`src/rtl/rxchk_pkg.sv`:
```
package rxchk_pkg;
  localparam int QW = 32;
  localparam logic [QW-1:0] CRC_POLY = 32'h04C1_1DB7;

  localparam logic [3:0] TC_QWR  = 4'h0;
  localparam logic [3:0] TC_BWR  = 4'h1;
  localparam logic [3:0] TC_WRSP = 4'h2;
  localparam logic [3:0] TC_MARK = 4'hE;

  localparam logic [3:0] CODE_OK = 4'h1;
  localparam logic [3:0] CODE_BR = 4'hF;

  typedef enum logic [1:0] {
    ST_IDLE,
    ST_RECV,
    ST_BR_HDR,
    ST_BR_ST
  } rx_state_e;

  // One quadlet through the CRC shift register, MSB first.
  function automatic logic [QW-1:0] crc_quad(input logic [QW-1:0] c,
                                             input logic [QW-1:0] d);
    logic [QW-1:0] r;
    r = c;
    for (int i = QW - 1; i >= 0; i--) begin
      if (r[QW-1] ^ d[i]) r = {r[QW-2:0], 1'b0} ^ CRC_POLY;
      else                r = {r[QW-2:0], 1'b0};
    end
    return r;
  endfunction
endpackage

```
`src/rtl/rxchk_lane_packer.sv`:
```
module rxchk_lane_packer #(
  parameter int LANE_MAX = 8
) (
  input  logic                    clk,
  input  logic                    rst_n,
  input  logic                    start_i,
  input  logic [2:0]              speed_i,
  input  logic                    valid_i,
  input  logic [LANE_MAX-1:0]     data_i,
  input  logic                    end_i,
  output logic                    q_valid_o,
  output logic [rxchk_pkg::QW-1:0] q_data_o,
  output logic                    end_o,
  output logic                    partial_o
);
  localparam int QW    = rxchk_pkg::QW;
  localparam int CW    = $clog2(QW) + 1;
  localparam int L_LO  = LANE_MAX / 4;
  localparam int L_MID = LANE_MAX / 2;

  logic [2:0]    spd_q, spd_n;
  logic [QW-1:0] sr_q, sr_n, sr_sh;
  logic [CW-1:0] cnt_q, cnt_n, step, cnt_sum;
  logic          qv_q, qv_n;
  logic [QW-1:0] qd_q, qd_n;
  logic          end_q, end_n;
  logic          part_q, part_n;

  // Lane selection per speed code
  always_comb begin
    case (spd_q)
      3'd0: begin
        sr_sh = {sr_q[QW-L_LO-1:0], data_i[LANE_MAX-1 -: L_LO]};
        step  = CW'(L_LO);
      end
      3'd1: begin
        sr_sh = {sr_q[QW-L_MID-1:0], data_i[LANE_MAX-1 -: L_MID]};
        step  = CW'(L_MID);
      end
      default: begin
        sr_sh = {sr_q[QW-LANE_MAX-1:0], data_i};
        step  = CW'(LANE_MAX);
      end
    endcase
    cnt_sum = cnt_q + step;
  end

  always_comb begin
    spd_n  = spd_q;
    sr_n   = sr_q;
    cnt_n  = cnt_q;
    qv_n   = 1'b0;
    qd_n   = qd_q;
    end_n  = 1'b0;
    part_n = part_q;
    if (start_i) begin
      spd_n = speed_i;
      cnt_n = '0;
    end else if (valid_i) begin
      sr_n = sr_sh;
      if (cnt_sum == CW'(QW)) begin
        qv_n  = 1'b1;
        qd_n  = sr_sh;
        cnt_n = '0;
      end else begin
        cnt_n = cnt_sum;
      end
    end else if (end_i) begin
      end_n  = 1'b1;
      part_n = (cnt_q != '0);
    end
  end

  always_ff @(posedge clk or negedge rst_n) begin
    if (!rst_n) begin
      spd_q  <= '0;
      sr_q   <= '0;
      cnt_q  <= '0;
      qv_q   <= 1'b0;
      qd_q   <= '0;
      end_q  <= 1'b0;
      part_q <= 1'b0;
    end else begin
      spd_q  <= spd_n;
      sr_q   <= sr_n;
      cnt_q  <= cnt_n;
      qv_q   <= qv_n;
      qd_q   <= qd_n;
      end_q  <= end_n;
      part_q <= part_n;
    end
  end

  assign q_valid_o = qv_q;
  assign q_data_o  = qd_q;
  assign end_o     = end_q;
  assign partial_o = part_q;
endmodule

```
`src/rtl/rxchk_crc32.sv`:
```
module rxchk_crc32 (
  input  logic                     clk,
  input  logic                     rst_n,
  input  logic                     preset_i,
  input  logic                     upd_i,
  input  logic [rxchk_pkg::QW-1:0] din_i,
  output logic [rxchk_pkg::QW-1:0] crc_o
);
  localparam int QW = rxchk_pkg::QW;

  logic [QW-1:0] crc_q, crc_n;
  logic          crc_en;

  always_comb begin
    crc_en = preset_i | upd_i;
    if (preset_i) crc_n = '1;
    else          crc_n = rxchk_pkg::crc_quad(crc_q, din_i);
  end

  always_ff @(posedge clk or negedge rst_n) begin
    if (!rst_n)      crc_q <= '1;
    else if (crc_en) crc_q <= crc_n;
  end

  assign crc_o = crc_q;
endmodule

```
`src/rtl/rxchk_pkt_fifo.sv`:
```
module rxchk_pkt_fifo #(
  parameter int DW    = 32,
  parameter int DEPTH = 16
) (
  input  logic                     clk,
  input  logic                     rst_n,
  input  logic                     wr_en_i,
  input  logic [DW-1:0]            wr_data_i,
  input  logic                     commit_i,
  input  logic                     rewind_i,
  input  logic                     rd_en_i,
  output logic [DW-1:0]            rd_data_o,
  output logic                     rd_empty_o,
  output logic                     full_o,
  output logic [$clog2(DEPTH):0]   free_o
);
  localparam int AW = $clog2(DEPTH);
  localparam int PW = AW + 1;

  logic [DW-1:0] mem_q [DEPTH];
  logic [PW-1:0] wr_ptr_q, wr_ptr_n;
  logic [PW-1:0] cm_ptr_q, cm_ptr_n;
  logic [PW-1:0] rd_ptr_q, rd_ptr_n;
  logic [PW-1:0] used;
  logic          wr_do, rd_do, empty;

  always_comb begin
    used     = wr_ptr_q - rd_ptr_q;
    full_o   = (used == PW'(DEPTH));
    free_o   = PW'(DEPTH) - used;
    empty    = (cm_ptr_q == rd_ptr_q);
    wr_do    = wr_en_i & ~full_o & ~rewind_i;
    rd_do    = rd_en_i & ~empty;
    wr_ptr_n = wr_ptr_q;
    cm_ptr_n = cm_ptr_q;
    rd_ptr_n = rd_ptr_q;
    if (rewind_i)   wr_ptr_n = cm_ptr_q;
    else if (wr_do) wr_ptr_n = wr_ptr_q + 1'b1;
    if (commit_i)   cm_ptr_n = wr_ptr_n;
    if (rd_do)      rd_ptr_n = rd_ptr_q + 1'b1;
  end

  always_ff @(posedge clk or negedge rst_n) begin
    if (!rst_n) begin
      wr_ptr_q <= '0;
      cm_ptr_q <= '0;
      rd_ptr_q <= '0;
    end else begin
      wr_ptr_q <= wr_ptr_n;
      cm_ptr_q <= cm_ptr_n;
      rd_ptr_q <= rd_ptr_n;
    end
  end

  always_ff @(posedge clk) begin
    if (wr_do) mem_q[wr_ptr_q[AW-1:0]] <= wr_data_i;
  end

  assign rd_data_o  = mem_q[rd_ptr_q[AW-1:0]];
  assign rd_empty_o = empty;
endmodule

```
`src/rtl/rxchk_rx_top.sv`:
```
module rxchk_rx_top #(
  parameter int LANE_MAX   = 8,
  parameter int FIFO_DEPTH = 16,
  parameter int NODE_BITS  = 6,
  parameter int LEN_W      = 16
) (
  input  logic                    clk,
  input  logic                    rst_n,
  input  logic                    phy_start,
  input  logic [2:0]              phy_speed,
  input  logic                    phy_valid,
  input  logic [LANE_MAX-1:0]     phy_data,
  input  logic                    phy_end,
  input  logic                    phy_bus_reset,
  input  logic [2**NODE_BITS-1:0] phys_node_mask,
  input  logic [2**NODE_BITS-1:0] async_node_mask,
  input  logic                    rd_en,
  output logic [31:0]             rd_data,
  output logic                    rd_empty
);
  import rxchk_pkg::*;

  localparam int FREE_W = $clog2(FIFO_DEPTH) + 1;
  localparam logic [2:0] SPD_MAX = 3'd2;

  // Reset: asserted asynchronously, released on the clock
  logic [1:0] rst_sync_q;
  logic       rst_l;
  always_ff @(posedge clk or negedge rst_n) begin
    if (!rst_n) rst_sync_q <= 2'b00;
    else        rst_sync_q <= {rst_sync_q[0], 1'b1};
  end
  assign rst_l = rst_sync_q[1];

  logic          pk_valid, pk_end, pk_partial;
  logic [QW-1:0] pk_q;
  logic          crc_preset, crc_upd;
  logic [QW-1:0] crc_val;
  logic          fifo_wr, fifo_commit, fifo_rewind, fifo_full;
  logic [QW-1:0] fifo_wdata;
  logic [FREE_W-1:0] fifo_free;

  rxchk_lane_packer #(.LANE_MAX(LANE_MAX)) u_pack (
    .clk(clk), .rst_n(rst_l),
    .start_i(phy_start), .speed_i(phy_speed),
    .valid_i(phy_valid), .data_i(phy_data), .end_i(phy_end),
    .q_valid_o(pk_valid), .q_data_o(pk_q),
    .end_o(pk_end), .partial_o(pk_partial)
  );

  rxchk_crc32 u_crc (
    .clk(clk), .rst_n(rst_l),
    .preset_i(crc_preset), .upd_i(crc_upd),
    .din_i(pk_q), .crc_o(crc_val)
  );

  rxchk_pkt_fifo #(.DW(QW), .DEPTH(FIFO_DEPTH)) u_fifo (
    .clk(clk), .rst_n(rst_l),
    .wr_en_i(fifo_wr), .wr_data_i(fifo_wdata),
    .commit_i(fifo_commit), .rewind_i(fifo_rewind),
    .rd_en_i(rd_en), .rd_data_o(rd_data), .rd_empty_o(rd_empty),
    .full_o(fifo_full), .free_o(fifo_free)
  );

  rx_state_e      state_q, state_n;
  logic [LEN_W-1:0] idx_q, idx_n;
  logic [3:0]     tc_q, tc_n;
  logic [2:0]     spd_q, spd_n;
  logic           bad_q, bad_n;
  logic [LEN_W-1:0] len_q, len_n;
  logic           brgo_q, brgo_n;

  logic             is_block, is_req, tc_known, filt_pass;
  logic [LEN_W-1:0] hcrc_idx, dq_cnt, dcrc_idx, pkt_total;
  logic [NODE_BITS-1:0] src_node;
  logic             in_payload, at_crc;

  // Packet geometry derived from the decoded header
  always_comb begin
    is_block  = (tc_q == TC_BWR);
    is_req    = (tc_q == TC_QWR) || (tc_q == TC_BWR);
    tc_known  = (pk_q[7:4] == TC_QWR) || (pk_q[7:4] == TC_BWR) ||
                (pk_q[7:4] == TC_WRSP);
    src_node  = pk_q[16 +: NODE_BITS];
    filt_pass = (pk_q[15:0] == 16'hFFFF) ? async_node_mask[src_node]
                                         : phys_node_mask[src_node];
    hcrc_idx  = is_block ? LEN_W'(4) : LEN_W'(3);
    dq_cnt    = {2'b00, len_q[LEN_W-1:2]} + LEN_W'(|len_q[1:0]);
    dcrc_idx  = LEN_W'(5) + dq_cnt;
    pkt_total = is_block ? (dcrc_idx + LEN_W'(1)) : LEN_W'(4);
    in_payload = (idx_q < hcrc_idx) ||
                 (is_block && (idx_q > hcrc_idx) && (idx_q < dcrc_idx));
    at_crc     = (idx_q == hcrc_idx) || (is_block && (idx_q == dcrc_idx));
  end

  always_comb begin
    state_n     = state_q;
    idx_n       = idx_q;
    tc_n        = tc_q;
    spd_n       = spd_q;
    bad_n       = bad_q;
    len_n       = len_q;
    brgo_n      = brgo_q;
    fifo_wr     = 1'b0;
    fifo_wdata  = pk_q;
    fifo_commit = 1'b0;
    fifo_rewind = 1'b0;
    crc_preset  = 1'b0;
    crc_upd     = 1'b0;
    if (phy_bus_reset) begin
      fifo_rewind = 1'b1;
      crc_preset  = 1'b1;
      state_n     = ST_BR_HDR;
    end else if (phy_start && (state_q == ST_IDLE || state_q == ST_RECV)) begin
      fifo_rewind = 1'b1;
      crc_preset  = 1'b1;
      idx_n       = '0;
      tc_n        = '0;
      len_n       = '0;
      spd_n       = phy_speed;
      bad_n       = (phy_speed > SPD_MAX);
      state_n     = ST_RECV;
    end else begin
      case (state_q)
        ST_RECV: begin
          if (pk_valid) begin
            if (idx_q != '1) idx_n = idx_q + 1'b1;
            if (idx_q == '0) begin
              tc_n = pk_q[7:4];
              if (!tc_known) bad_n = 1'b1;
            end
            if (idx_q == LEN_W'(1) && is_req && !filt_pass) bad_n = 1'b1;
            if (idx_q == LEN_W'(3) && is_block) len_n = pk_q[31:16];
            if (in_payload) begin
              crc_upd = 1'b1;
              if (fifo_full) bad_n = 1'b1;
              else           fifo_wr = 1'b1;
            end else if (at_crc) begin
              crc_preset = 1'b1;
              if (crc_val != pk_q) bad_n = 1'b1;
            end else begin
              bad_n = 1'b1;
            end
          end else if (pk_end) begin
            state_n = ST_IDLE;
            if (!bad_q && !pk_partial && idx_q == pkt_total && !fifo_full) begin
              fifo_wr     = 1'b1;
              fifo_wdata  = {21'b0, spd_q, 4'b0, CODE_OK};
              fifo_commit = 1'b1;
            end else begin
              fifo_rewind = 1'b1;
            end
          end
        end
        ST_BR_HDR: begin
          state_n = ST_BR_ST;
          brgo_n  = (fifo_free >= FREE_W'(2));
          if (fifo_free >= FREE_W'(2)) begin
            fifo_wr    = 1'b1;
            fifo_wdata = {24'b0, TC_MARK, 4'b0};
          end
        end
        ST_BR_ST: begin
          state_n = ST_IDLE;
          if (brgo_q) begin
            fifo_wr     = 1'b1;
            fifo_wdata  = {28'b0, CODE_BR};
            fifo_commit = 1'b1;
          end
        end
        default: ;
      endcase
    end
  end

  always_ff @(posedge clk or negedge rst_l) begin
    if (!rst_l) begin
      state_q <= ST_IDLE;
      idx_q   <= '0;
      tc_q    <= '0;
      spd_q   <= '0;
      bad_q   <= 1'b0;
      len_q   <= '0;
      brgo_q  <= 1'b0;
    end else begin
      state_q <= state_n;
      idx_q   <= idx_n;
      tc_q    <= tc_n;
      spd_q   <= spd_n;
      bad_q   <= bad_n;
      len_q   <= len_n;
      brgo_q  <= brgo_n;
    end
  end
endmodule

```
`config.mk`:
```
export PLATFORM = sky130hd
export DESIGN_NAME = rxchk_rx_top
export DESIGN_NICKNAME = d
export VERILOG_FILES = /design/src/rtl/rxchk_pkg.sv /design/src/rtl/rxchk_lane_packer.sv /design/src/rtl/rxchk_crc32.sv /design/src/rtl/rxchk_pkt_fifo.sv /design/src/rtl/rxchk_rx_top.sv
export SDC_FILE = /design/constraint.sdc
export NUM_CORES = 1
export LEC_CHECK = 0
export BUFFER_PORTS_ARGS = -buffer_cell sky130_fd_sc_hd__buf_4
export CORE_MARGIN = 2
export CORE_UTILIZATION = 40
export CTS_CLUSTER_DIAMETER = 150
export DETAILED_ROUTE_END_ITERATION = 6
export PLACE_DENSITY = 0.67
export REMOVE_ABC_BUFFERS = 1
export SLEW_MARGIN = 30
export SYNTH_ARGS = -nofsm -noshare
export SYNTH_HDL_FRONTEND = slang
export SYNTH_HIERARCHICAL = 1
export SYNTH_SLANG_ARGS = --single-unit
```
`constraint.sdc`:
```
create_clock -name clk -period 5.55 [get_ports clk]
set_input_delay 0 -clock clk [delete_from_list [all_inputs] [get_ports clk]]
set_output_delay 0 -clock clk [all_outputs]
set_load 0.01 [all_outputs]
```
## Word level (Yosys, flattened, before mapping)

Memories as Yosys holds them, arrays and structs flattened.
Index checks and enable logic that the tools add are counted.

- Input bits: 146
- Register bits after elaboration: 166
- Logic and storage cells: 326
- RAM bits: 512
- Output and inout bits: 33
- Memories kept: 1

- Multiplexer cells: 152
- $lt $le $gt $ge: 6
- Bitwise operators: 75
- Add/sub/neg operators: 9
- Reduce and logical (&&, ||, !) cells: 44
- Eq/ne operators: 20

Memories:

| memory | words | width | read ports | clocked after memory_dff | wr ports | RTL line | source |
|---|---|---|---|---|---|---|---|
| u_fifo.mem_q | 16 | 32 | 1 | 0 | 1 | rxchk_pkt_fifo.sv:20 | `logic [DW-1:0] mem_q [DEPTH];` |

Operator list:

| kind | count |
|---|---|
| 2-to-1 mux 32 bit | 39 |
| 2-to-1 mux 27 bit | 32 |
| inverter 14 bit | 32 |
| 2-to-1 mux 16 bit | 9 |
| case mux 32 bit (3 select lines) | 1 |
| case mux 32 bit (2 select lines) | 1 |
| 2-to-1 mux 1 bit | 50 |
| adder 16 x 1 -> 16 bit, second input constant | 2 |
| == test 16 bit | 2 |
| inequality test 32 bit | 1 |
| XOR 1 bit | 32 |
| 2-to-1 mux 6 bit | 3 |
| adder 3 x 15 -> 16 bit, first input constant | 1 |
| == test 16 x 1 -> 1 bit, second input constant | 1 |
| == test 16 bit, second input constant | 1 |
| == test 16 x 2 -> 1 bit, second input constant | 1 |
| == test 16 x 3 -> 1 bit | 1 |
| greater-than comparator 16 x 3 -> 1 bit | 1 |
| logical NOT 16 bit | 1 |
| < comparator 16 bit | 1 |
| < comparator 16 x 3 -> 1 bit | 1 |
| 2-to-1 mux 4 bit | 4 |
| inequality test 16 bit, second input constant | 1 |
| adder 14 x 1 -> 15 bit | 1 |
| other kinds (41) | 87 |

## Logic depth before layout (Yosys ltp)

- Depth after elaboration: 106
- Depth in mapped cells: 23
- Mapped depth without buffers: 22

## Modules after synthesis

The synthesis kept the hierarchy.

Modules (own cells, without submodules):

| module | cells each | area an instance (µm²) | seq. area each (µm²) | instances |
|---|---|---|---|---|
| rxchk_pkt_fifo | 901 | 20258.2 | 15750.1 | 1 |
| rxchk_rx_top | 664 | 5754.3 | 1126.1 | 1 |
| rxchk_crc32 | 396 | 4560.6 | 840.8 | 1 |
| rxchk_lane_packer | 356 | 3594.7 | 1826.8 | 1 |

## Worst setup path before layout

Ideal clock, no wire load.

- Kind: register to register
- Start: reg u_fifo.rd_ptr_q[1]
- End: mem u_fifo.mem_q[0][0], enable pin
- Slack: -1.572 ns
- Required time: 5.089 ns
- Library setup time: 0.461 ns
- Clock period less this slack: 7.122 ns
- Cell stages (with the launch flop): 22
- Data arrival time: 6.661 ns
- Buffers on the path: 4
- Cells stage by stage: dfrtp_1 buf_2 buf_4 clkbuf_1 inv_1 ha_1 nor2b_1 o21a_1 o21ai_0 a21oi_1 ha_1 or4_1 a211oi_1 o21ai_0 a2111oi_0 nand4_1 a2111oi_4 o21ai_0 clkbuf_1 nor3b_1 nand2_1 nor3_1

- Longest elaborated chain between the ends: 14
- Elaborated cells on any way between the ends: 27
- Those cells by class: 2 x add/sub; 1 x order compare; 1 x eq/ne; 17 x mux; 4 x bitwise; 2 x reduce/logical

RTL lines:

| what | RTL line | source |
|---|---|---|
| start: declaration | rxchk_pkt_fifo.sv:23 | `logic [PW-1:0] rd_ptr_q, rd_ptr_n;` |
| start signal: assignment | rxchk_pkt_fifo.sv:51 | `rd_ptr_q <= rd_ptr_n;` |
| subtractor 5 bit | rxchk_pkt_fifo.sv:28 | `used = wr_ptr_q - rd_ptr_q;` |
| == test 5 bit | rxchk_pkt_fifo.sv:29 | `full_o = (used == PW'(DEPTH));` |
| net fifo_full | rxchk_rx_top.sv:39 | `logic fifo_wr, fifo_commit, fifo_rewind, fifo_full;` |
| logical NOT 1 bit | rxchk_rx_top.sv:146 | `if (!bad_q && !pk_partial && idx_q == pkt_total && !fifo_full) begin` |
| logical AND 1 bit | rxchk_rx_top.sv:146 |  |
| 2-to-1 mux 1 bit | rxchk_rx_top.sv:146 |  |
| 2-to-1 mux 1 bit | rxchk_rx_top.sv:144 | `end else if (pk_end) begin` |
| 2-to-1 mux 1 bit | rxchk_rx_top.sv:126 | `if (pk_valid) begin` |
| 2-to-1 mux 1 bit | rxchk_rx_top.sv:124 | `case (state_q)` |
| 2-to-1 mux 1 bit | rxchk_rx_top.sv:114 | `end else if (phy_start && (state_q == ST_IDLE \|\| state_q == ST_RECV)) begin` |
| 2-to-1 mux 1 bit | rxchk_rx_top.sv:110 | `if (phy_bus_reset) begin` |
| net fifo_rewind | rxchk_rx_top.sv:39 |  |
| inverter 1 bit | rxchk_pkt_fifo.sv:32 | `wr_do = wr_en_i & ~full_o & ~rewind_i;` |
| AND 1 bit | rxchk_pkt_fifo.sv:32 |  |
| 2-to-1 mux 1 bit | rxchk_pkt_fifo.sv:56 | `if (wr_do) mem_q[wr_ptr_q[AW-1:0]] <= wr_data_i;` |
| 2-to-1 mux 1 bit (implied by the code) | rxchk_pkt_fifo.sv:56 |  |
| end: declaration | rxchk_pkt_fifo.sv:20 |  |

The timed path passes the listed nets, and every way through them passes these cells.

## Final worst setup path

- Start: reg len_q[1]
- End: mem u_fifo.mem_q[5][4], enable pin

- Longest elaborated chain between the ends: 18
- Elaborated cells on any way between the ends: 29
- Those cells by class: 3 x add/sub; 1 x order compare; 1 x eq/ne; 16 x mux; 3 x bitwise; 5 x reduce/logical

RTL lines:

| what | RTL line | source |
|---|---|---|
| start: declaration | rxchk_rx_top.sv:70 | `logic [LEN_W-1:0] len_q, len_n;` |
| start signal: assignment | rxchk_rx_top.sv:191 | `len_q <= len_n;` |
| OR reduction 2 bit | rxchk_rx_top.sv:88 | `dq_cnt = {2'b00, len_q[LEN_W-1:2]} + LEN_W'(\|len_q[1:0]);` |
| adder 14 x 1 -> 15 bit | rxchk_rx_top.sv:88 |  |
| adder 3 x 15 -> 16 bit | rxchk_rx_top.sv:89 | `dcrc_idx = LEN_W'(5) + dq_cnt;` |
| adder 16 x 1 -> 16 bit | rxchk_rx_top.sv:90 | `pkt_total = is_block ? (dcrc_idx + LEN_W'(1)) : LEN_W'(4);` |
| 2-to-1 mux 16 bit | rxchk_rx_top.sv:90 |  |
| == test 16 bit | rxchk_rx_top.sv:146 |  |
| logical AND 1 bit (2 in series) | rxchk_rx_top.sv:146 |  |
| 2-to-1 mux 1 bit | rxchk_rx_top.sv:146 |  |
| (+2 left out) | -- |  |
| 2-to-1 mux 1 bit | rxchk_rx_top.sv:124 |  |
| 2-to-1 mux 1 bit | rxchk_rx_top.sv:114 |  |
| 2-to-1 mux 1 bit | rxchk_rx_top.sv:110 |  |
| net fifo_rewind | rxchk_rx_top.sv:39 |  |
| inverter 1 bit | rxchk_pkt_fifo.sv:32 |  |
| AND 1 bit | rxchk_pkt_fifo.sv:32 |  |
| 2-to-1 mux 1 bit | rxchk_pkt_fifo.sv:56 |  |
| 2-to-1 mux 1 bit (implied by the code) | rxchk_pkt_fifo.sv:56 |  |

The timed path passes the listed nets, and every way through them passes these cells.

==> summary.txt <==
Clock network
  – Root Buffer: clkbuf_16
  – Max clock buf depth: 3
  – Skew-Pair Late Insertion Delay: between 0.6 and 0.7 ns
  – Clock transition at path regs: ~0.060 ns
  – CTS tree: built
  – CTS Sinks: ~680
  – H-tree Lvls: 3
  – Total CTS buffers: 70

Place
  – Dpl cells: ~3600
  – Hpwl dp: ~60000 um
  – Dpl cell area: around 0.037 mm2
  – Pre-CTS setup slack: about 0.14 ns
  – Buffers on Ports: 178
  – Routability cong.: approximately 0.9

Pwr
  – Power per cell area: approximately 650 mW/mm2
  – Leakage: between 10 and 15 nW
  – Worst vdd rail ir drop: approximately 1100 uV
  – PnR Total Power: approximately 26 mW

Timing
  – Final WS setup: approximately 0.28 ns
  – Final period utilization: 0.949
  – Final setup viols: 0
  – Tmin final: 5.27 ns
  – Layout Skew: 0.0235 ns
  – Min Hold Slack: approximately 0.22 ns
  – Final Hold Fails: 0
  – Setup TNS: 0 ns
  – Worst slew pin tran: 0.980 ns
  – Peak Freq: ~190 MHz
  – Relative slew slack: 0.345
  – Fin. max-slew vios: 0

Finish
  – Fin cells: between 3000 and 4000
  – Multi-input gate area: about 0.014 mm2
  – Share of cells above drive strength 1: 0.257
  – Final net count: approximately 2800
  – Fillcell total: ~7400
  – Storage cell area: a little under 0.02 mm2
  – Area Growth Syn to Fin: 17.4%
  – Post-Layout Inst Area: about 0.04 mm2
  – Antenna Cells: 0
  – Layout Utilization: 0.472

Logic synthesis
  – Mapped Avg Cell Area: between 10 and 15 um2
  – Mapped cell area: 0.0342 mm2
  – Ys Warns: 6
  – Cell count after synthesis: ~2300

Route
  – Vias post-DR: between 20000 and 25000
  – Number of DRC markers in iteration 0: between 1500 and 2000
  – Drt total wl: between 80000 and 90000 um
  – Post-route DRC: 2
  – TritonRoute pass-1 iters: 7
  – Via/cell ratio: around 5.5
  – Post-route ant nets: 0
  – WL per Instance: 23.3 um

GRT
  – Met1 usage: 0.271
  – First-pass GRT wire length: 132000 um
  – Vias in the first global route: approximately 22000
  – GR Util All Layers: 0.200
  – GR Overflow Total: 0
  – Largest net degree at the start of global routing: roughly 160
  – Met2 Use GR: 0.328
  – Met3 GRT Util: 0.0295
  – Initial antenna violation count: 1
  – Gr busiest metal: met2

Job
  – Maxcap violations: 0

Die
  – Die Wd: 296 um
  – CORE AREA: ~0.085 mm2
  – IO Count: roughly 180
  – Die ar.: roughly 0.09 mm2
  – Initial core utilization: 0.403
  – FP Rows: around 110
  – Die H: between 200 and 300 um

Setup path
  – Startpoint type of the worst setup path: flip-flop
  – Crit path capture type: flip-flop
  – Worst-path fanout max: 10
  – Data required, critical path: 5.87 ns
  – CP Class: flip-flop to flip-flop
  – Arrival @ worst endpoint: approximately 5.6 ns

Hold path
  – Worst Hold Class: input port to flip-flop

Outcome
  – Outcome: finished, violations left
  – Failing checks: design-rule violations
## layout by cell type (no fill, tap or decap), types with 17 or more instances in the layout
cell type	n
edfxtp_1	512
buf_4	244
xnor2_1	172
mux4_2	160
dfrtp_1	128
xor2_1	107
nor2_1	102
nand2_1	102
mux2i_1	80
a21oi_1	77
clkbuf_16	72
a22oi_1	65
inv_1	57
o21ai_0	55
xnor3_1	44
ha_1	39
nor3_1	33
dfstp_2	32
and2_1	30
nor2b_1	29
nand3_1	28
nand4_1	28
nand2b_1	24
dlygate4sd3_1	24
buf_12	21
mux2_2	18
nor2_4	17
clkbuf_1	17
## worst paths after layout
check                                        start                               to  slack [ns]  cells after the start
setup / recovery              len_q[1]$_DFFE_PN0P_     u_fifo/mem_q[5][4]$_DFFE_PP_        0.28                     22
hold / removal                           phy_start      u_pack/cnt_q[5]$_DFFE_PN0P_        0.22                      3
setup reg to reg              len_q[1]$_DFFE_PN0P_     u_fifo/mem_q[5][4]$_DFFE_PP_        0.28                     22
hold reg to reg            rst_sync_q[1]$_DFF_PN0_             idx_q[1]$_DFFE_PN0P_        0.28                      1
max in group asynchronous  rst_sync_q[1]$_DFF_PN0_  u_pack/q_data_o[16]$_DFFE_PN0P_        4.35                      2
min in group asynchronous                    rst_n          rst_sync_q[1]$_DFF_PN0_        0.24                      3
## critical path, cell delays in order (launching register included)
cell and delay [ns]:
dfrtp_1 0.38, nor2_1 0.15, ha_1 0.16, inv_1 0.04, ha_1 0.18, buf_4 0.18
or2_1 0.28, o21ai_0 0.24, nand3_1 0.18, a2111o_1 0.47, or3_1 0.41, a2111oi_2 0.37
a31oi_1 0.14, a2111oi_4 0.36, buf_4 0.19, o21ai_0 0.10, nor3b_1 0.25, buf_4 0.17
nand2_1 0.09, buf_4 0.18, nor2_4 0.13, buf_12 0.15, clkbuf_16 0.17
## report_power, final
part | switching, mW | total [mW] | internal, mW | leakage, nW
clock | 1.97 | 4.50 | 2.53 | 1.07
combinational | 8.31 | 15.2 | 6.85 | 7.01
sequential | 0.229 | 6.29 | 6.06 | 6.56
## cell type report
class,count,share of cell area
clock buffer,89,0.0460
inverter,60,0.00562
multi-input combinational,1458,0.350
timing repair buffer,296,0.0660
sequential,677,0.488
clock inverter,39,0.00908
tap,1144,0.0357
## metal layers
layer,part of all wire,vias to the layer above
li1,-,9324
met3,0.059,158
met5,0,-
met4,0.036,0
met1,0.42,10600
met2,0.48,756
## state kept, by name, indices dropped and copies added, names as in the netlist, 2 cells and up
signal / flops
u_pack/q_data_o: 32
u_pack/spd_q: 3
u_pack/sr_q: 30
tc_q: 4
u_pack/cnt_q: 5
u_fifo/mem_q: 512
u_fifo/cm_ptr_q: 5
idx_q: 16
len_q: 16
u_fifo/wr_ptr_q: 5
rst_sync_q: 2
spd_q: 3
state_q: 2
u_fifo/rd_ptr_q: 5
u_crc/crc_o: 32
## repair_timing
| item | in CTS | in global routing |
|---|---|---|
| endpoints found under the setup margin | 0 | 480 |
| hold buffers | 24 | 0 |
| setup buffers | 0 | 1 |
| hold endpoints to repair | 47 | 0 |
| gates resized for setup | 0 | 17 |
Power figures use the tool's default switching activity.
